<file path="src/rtl/can_ser_pkg.sv">
package can_ser_pkg;
  localparam int unsigned BASE_W  = 11;
  localparam int unsigned ID_W    = 29;
  localparam int unsigned DLC_W   = 4;
  localparam int unsigned CRC_W   = 15;
  localparam logic [CRC_W-1:0] CRC_POLY = 15'h4599;
  localparam int unsigned EOF_LEN = 7;
  localparam int unsigned HDR_STD = 19;  // SOF+11+RTR+6
  localparam int unsigned HDR_EXT = 39;  // SOF+11+2+18+RTR+6

  typedef enum logic [3:0] {
    FLD_IDLE = 4'd0, FLD_SOF = 4'd1, FLD_ARB = 4'd2, FLD_CTRL = 4'd3,
    FLD_DATA = 4'd4, FLD_CRC = 4'd5, FLD_CDEL = 4'd6, FLD_ACK = 4'd7,
    FLD_EOF = 4'd8
  } fld_e;

  typedef enum logic [1:0] {ST_IDLE, ST_BODY, ST_CRC, ST_TAIL} st_e;
endpackage

</file>
<file path="src/rtl/can_hdr_pack.sv">
module can_hdr_pack
  import can_ser_pkg::*;
(
  input  logic                ext_i,
  input  logic                rtr_i,
  input  logic [ID_W-1:0]     id_i,
  input  logic [DLC_W-1:0]    dlc_i,
  output logic [HDR_EXT-1:0]  hdr_o,
  output logic [5:0]          hdr_len_o
);
  localparam int unsigned PAD = HDR_EXT - HDR_STD;

  always_comb begin
    if (ext_i) begin
      // SRR and IDE recessive sit where RTR and IDE sit in the short form
      hdr_o     = {1'b0, id_i[ID_W-1 -: BASE_W], 1'b1, 1'b1,
                   id_i[ID_W-BASE_W-1:0], rtr_i, 2'b00, dlc_i};
      hdr_len_o = 6'(HDR_EXT);
    end else begin
      hdr_o     = {1'b0, id_i[ID_W-1 -: BASE_W], rtr_i, 2'b00, dlc_i,
                   {PAD{1'b0}}};
      hdr_len_o = 6'(HDR_STD);
    end
  end
endmodule

</file>
<file path="src/rtl/can_crc15.sv">
module can_crc15 #(
  parameter int unsigned       W    = 15,
  parameter logic [W-1:0]      POLY = 15'h4599
) (
  input  logic clk_i,
  input  logic rst_ni,
  input  logic clr_i,
  input  logic upd_i,
  input  logic shift_i,
  input  logic bit_i,
  output logic msb_o
);
  logic [W-1:0] crc_q;
  logic         fb;

  assign fb    = bit_i ^ crc_q[W-1];
  assign msb_o = crc_q[W-1];

  always_ff @(posedge clk_i or negedge rst_ni) begin
    if (!rst_ni)      crc_q <= '0;
    else if (clr_i)   crc_q <= '0;
    else if (upd_i)   crc_q <= {crc_q[W-2:0], 1'b0} ^ (fb ? POLY : '0);
    else if (shift_i) crc_q <= {crc_q[W-2:0], 1'b0};
  end
endmodule

</file>
<file path="src/rtl/can_frame_ser.sv">
module can_frame_ser
  import can_ser_pkg::*;
#(
  parameter int unsigned MAX_BYTES = 8
) (
  input  logic                    clk_i,
  input  logic                    rst_ni,
  input  logic                    start_i,
  input  logic                    strobe_i,
  input  logic                    ext_i,
  input  logic                    rtr_i,
  input  logic [ID_W-1:0]         id_i,
  input  logic [DLC_W-1:0]        dlc_i,
  input  logic [8*MAX_BYTES-1:0]  data_i,
  output logic                    bit_o,
  output logic [3:0]              field_o,
  output logic                    stuff_o
);
  localparam int unsigned DATA_W   = 8 * MAX_BYTES;
  localparam int unsigned SR_W     = HDR_EXT + DATA_W;
  localparam int unsigned CNT_W    = $clog2(SR_W + 1);
  localparam int unsigned NB_W     = $clog2(MAX_BYTES + 1);
  localparam int unsigned TAIL_LEN = 3 + EOF_LEN;
  localparam int unsigned ARB_STD  = 1 + BASE_W + 1;
  localparam int unsigned ARB_EXT  = 1 + BASE_W + 2 + (ID_W - BASE_W) + 1;

  st_e               st_q;
  logic [CNT_W-1:0]  cnt_q, len_q, arb_end;
  logic [5:0]        hlen_q;
  logic              ext_q;
  logic [SR_W-1:0]   sr_q, sr_load;
  logic [HDR_EXT-1:0] hdr;
  logic [5:0]        hdr_len;
  logic [DATA_W-1:0] data_seq;
  logic [NB_W-1:0]   nbytes;
  logic [CNT_W-1:0]  body_len;
  logic              crc_msb, go;

  can_hdr_pack u_hdr (
    .ext_i(ext_i), .rtr_i(rtr_i), .id_i(id_i), .dlc_i(dlc_i),
    .hdr_o(hdr), .hdr_len_o(hdr_len)
  );

  // byte 0 leads on the wire
  for (genvar b = 0; b < MAX_BYTES; b++) begin : g_byte
    assign data_seq[DATA_W-1-8*b -: 8] = data_i[8*b +: 8];
  end

  assign nbytes   = rtr_i ? '0 :
                    (32'(dlc_i) >= MAX_BYTES) ? NB_W'(MAX_BYTES) : NB_W'(dlc_i);
  assign body_len = CNT_W'(hdr_len) + CNT_W'({nbytes, 3'b000});
  assign sr_load  = ext_i ? {hdr, data_seq}
                          : {hdr[HDR_EXT-1 -: HDR_STD], data_seq,
                             {(HDR_EXT-HDR_STD){1'b0}}};
  assign go       = (st_q == ST_IDLE) && start_i;
  assign arb_end  = ext_q ? CNT_W'(ARB_EXT) : CNT_W'(ARB_STD);

  always_ff @(posedge clk_i or negedge rst_ni) begin
    if (!rst_ni) begin
      st_q   <= ST_IDLE;
      cnt_q  <= '0;
      len_q  <= '0;
      hlen_q <= '0;
      ext_q  <= 1'b0;
      sr_q   <= '0;
    end else begin
      unique case (st_q)
        ST_IDLE: if (start_i) begin
          st_q   <= ST_BODY;
          cnt_q  <= '0;
          len_q  <= body_len;
          hlen_q <= hdr_len;
          ext_q  <= ext_i;
          sr_q   <= sr_load;
        end
        ST_BODY: if (strobe_i) begin
          sr_q <= {sr_q[SR_W-2:0], 1'b0};
          if (cnt_q == len_q - 1'b1) begin
            st_q  <= ST_CRC;
            cnt_q <= '0;
          end else cnt_q <= cnt_q + 1'b1;
        end
        ST_CRC: if (strobe_i) begin
          if (cnt_q == CNT_W'(CRC_W - 1)) begin
            st_q  <= ST_TAIL;
            cnt_q <= '0;
          end else cnt_q <= cnt_q + 1'b1;
        end
        ST_TAIL: if (strobe_i) begin
          if (cnt_q == CNT_W'(TAIL_LEN - 1)) begin
            st_q  <= ST_IDLE;
            cnt_q <= '0;
          end else cnt_q <= cnt_q + 1'b1;
        end
        default: st_q <= ST_IDLE;
      endcase
    end
  end

  can_crc15 #(.W(CRC_W), .POLY(CRC_POLY)) u_crc (
    .clk_i(clk_i), .rst_ni(rst_ni), .clr_i(go),
    .upd_i((st_q == ST_BODY) && strobe_i),
    .shift_i((st_q == ST_CRC) && strobe_i),
    .bit_i(sr_q[SR_W-1]), .msb_o(crc_msb)
  );

  always_comb begin
    bit_o   = 1'b1;
    field_o = FLD_IDLE;
    stuff_o = 1'b0;
    unique case (st_q)
      ST_BODY: begin
        bit_o   = sr_q[SR_W-1];
        stuff_o = 1'b1;
        if (cnt_q == '0)                   field_o = FLD_SOF;
        else if (cnt_q < arb_end)          field_o = FLD_ARB;
        else if (cnt_q < CNT_W'(hlen_q))   field_o = FLD_CTRL;
        else                               field_o = FLD_DATA;
      end
      ST_CRC: begin
        bit_o   = crc_msb;
        stuff_o = 1'b1;
        field_o = FLD_CRC;
      end
      ST_TAIL: begin
        if (cnt_q == '0)                   field_o = FLD_CDEL;
        else if (cnt_q < CNT_W'(3))        field_o = FLD_ACK;
        else                               field_o = FLD_EOF;
      end
      default: ;
    endcase
  end
endmodule

</file>
<file path="config.mk">
export PLATFORM = sky130hd
export DESIGN_NAME = can_frame_ser
export DESIGN_NICKNAME = d
export VERILOG_FILES = /design/src/rtl/can_ser_pkg.sv /design/src/rtl/can_hdr_pack.sv /design/src/rtl/can_crc15.sv /design/src/rtl/can_frame_ser.sv
export SDC_FILE = /design/constraint.sdc
export NUM_CORES = 1
export LEC_CHECK = 0
export CORE_MARGIN = 2
export CORE_UTILIZATION = 44
export DETAILED_ROUTE_END_ITERATION = 12
export GPL_ROUTABILITY_DRIVEN = 0
export HOLD_SLACK_MARGIN = 0.12
export PLACE_DENSITY = 0.71
export SLEW_MARGIN = 10
export SYNTH_ARGS = -nofsm -noshare
export SYNTH_HDL_FRONTEND = slang
export SYNTH_SLANG_ARGS = --single-unit
</file>
<file path="constraint.sdc">
create_clock -name clk_i -period 4.1 [get_ports clk_i]
set_clock_uncertainty 0.1 [all_clocks]
set_input_delay 0.82 -clock clk_i [delete_from_list [all_inputs] [get_ports clk_i]]
set_output_delay 0.82 -clock clk_i [all_outputs]
set_load 0.01 [all_outputs]
</file>
==> impl_metrics.toml, run 1 <==
[final_layout]
final_common_cell = "nand2_1"
nets = 1028
area_delta_synth_final_pct = 24.1
layout.cells.non_filler = 1137
drive_above_1_share = 0.0534
layout_common_cells = "nand2_1, dfrtp_1, o21ai_0"
antenna_cells = 0

[sta]
setup_viol = 0
fin_crit_sh = 0.890
max_freq_ghz = 0.274
tightest_slew_ns = 0.925
rsz0062_at_grt = "false"
fin_crit_ns = 3.65
slew_violations = 0
fin_ws_ns = 0.451
whs_ns = 0.375
finalHoldViolations = 0
final.setup.tns_ns = 0
slew_headroom = 0.383

[logic_synthesis]
ys_ff_latch = 134
syn_nets = 950
syn_area_per_cell_sq_um = 8.82
synthSimpleGateAreaFrac = 0.143
mappedNetlistArea_sq_um = 7300
ys.flop_type = "dfrtp_1"
synth_top_family_by_area = "compound AO/OA/AOI/OAI gates"
synthAdderAreaFrac = 0.0336
synth_cells = 828
synth_compound_area_frac = 0.191
yosysWarnings = 0
synth-xor-area-share = 0.0200
ys_types = 49
synth_edf_count = 0
ys_seq_area_frac = 0.459
synthMuxAreaShare = 0.114
synth-async-reset-ratio = 1.00

[global_routing]
grt_max_degree = 119
first_global_vias = 5664
grt-ovfl-total = 0
grt_pass1_wl_mm = 29.0
grt_usage = 0.205
antenna_found_initial = 2

[critical_path]
reg2reg_setup_slack_ns = 1.14
timing.rr.start = "st_q[1]"
crit_path_end_kind = "output port"
startpoint_type = "flop"
path_class = "flop to output port"
ff2ff_path_depth = 7
cp.arrival_ns = 2.73
r2r_end = "sr_q[51]"
cp.required_ns = 3.18
cp_max_fo = 9

[power_and_ir_drop]
power.leakage_uw = 0.00403
power.density_nw_per_um2 = 693
peakVddDrop_v = 0.000625

[clock_network]
cts_tree = "done"
cts_buffer_depth = 2
root_buffer = "clkbuf_16"
cts.htree.levels = 4
clk_pin_slew_ns = 0.06
clk-insertion-delay-late_ns = 0.42
cts.repair.resized = 0
holdBufCountCts = 0
post_cts.repair.setup_buffers = 0
clock-sinks = 134
numCtsBuffers = 17

[die]
core_area_sq_um = 16400
die_w_um = 133
row_count = 47
die_h_um = 133
die-area_sq_um = 17600
pin_count = 109
initial_core_util = 0.445

[hold_path]
whs_path_depth = 2
hold_path_end = "sr_q[97]"
hold_path.class = "flop to flop"
min_from = "sr_q[97]"

[detailed_routing]
ant_nets = 0
via_count = 5934
viasPerCell = 5.22
wl_per_cell_um = 15.2
drc = 0
first_pass_iters = 5
drt_iter0_markers = 486
wl_mm = 17.3

[job]
cap_violations = 0

[placed_design]
placedCellCount = 1107
hpwlAfterDp_mm = 11.9
post-place-ws_ns = 0.883
port_buffers = 108

[outcome]
status = "finished clean"
registers in the layout, summed over array words and instances (netlist names):
signal and count:
sr_q 103, cnt_q 7, st_q 2, len_q 6, u_crc.crc_q 15, hlen_q 1
power breakdown:
group | total, uW | leakage [uW] | switching [uW] | internal [uW]
Combinational | 2630 | 0.00205 | 1620 | 1010
Sequential | 2240 | 0.00172 | 335 | 1910
Clock | 1410 | 0.000270 | 522 | 888
synth_stat cells, drive strengths merged, types with 5 or more instances:
cell type / n / share of area
dfrtp: 134 / 0.46
a22oi: 24 / 0.025
inv: 11 / 0.0057
xnor2: 12 / 0.014
nor2: 82 / 0.042
o21ai: 134 / 0.093
clkbuf: 48 / 0.025
mux2i: 78 / 0.11
a21oi: 73 / 0.050
buf: 12 / 0.0087
nand3: 5 / 0.0034
ha: 18 / 0.031
nand2: 143 / 0.074
cell families (layout without fill, tap and decap cells):
kind of cell	after synthesis	in the layout
buffers and inverters	71	160
AND/OR/NAND/NOR	256	256
AO/OA/AOI/OAI	251	251
XOR/XNOR	15	15
adder cells (fa/ha/maj)	19	19
multiplexers	82	82
flip-flops	134	134
per-stage QoR:
stage	total power, uW	instance area [sq um]	utilization
after global placement	4810	8520	0.519
after detailed placement	4900	8520	0.519
after floorplan	4170	7300	-
final	6280	9060	0.553
after global routing	6870	9060	0.553
after CTS	6340	9060	0.553
how the worst max path moves through the flow:
| stage | depth (start not counted) | slack [ns] | start | end |
|---|---|---|---|---|
| global placement | 8 | 0.93 | cnt_q[2] | field_o[2] |
| floorplan | 7 | 1.35 | st_q[1] | field_o[0] |
| CTS | 8 | 0.43 | cnt_q[2] | field_o[2] |
| detailed placement | 8 | 0.88 | cnt_q[2] | field_o[2] |
| global route | 9 | 0.31 | len_q[2] | field_o[2] |
| finish | 8 | 0.45 | cnt_q[2] | field_o[2] |
layout make-up:
cell class / count / area [sq um]
fillers: 1448 / 7340
multi-input cells: 623 / 3680
flip-flops and latches: 134 / 3350
repair buffers: 119 / 1170
clock buffers: 26 / 499
well taps: 220 / 275
clock inverters: 4 / 45.0
inverters: 11 / 41.3
layer usage:
layer	part of all wire	track usage
met1	0.47	0.287
met5	0.0016	0
met4	0.012	0.0550
met2	0.47	0.318
met3	0.051	0.0540
critical path: stages, from the launching register on:
cell,delay (ns)
dfrtp_1,0.48
ha_1,0.34
o21ba_2,0.23
o21ai_0,0.07
a21boi_0,0.24
o21a_1,0.18
o31ai_1,0.07
a31oi_1,0.16
clkdlybuf4s50_1,0.55
No activity file was read; power rests on OpenSTA's default activity.
==> run 2: changes to the inputs <==
CAP_MARGIN = 25   (was default)
==> results of run 2 <==
Final layout, timing and power as in run 1 (identical DEF).
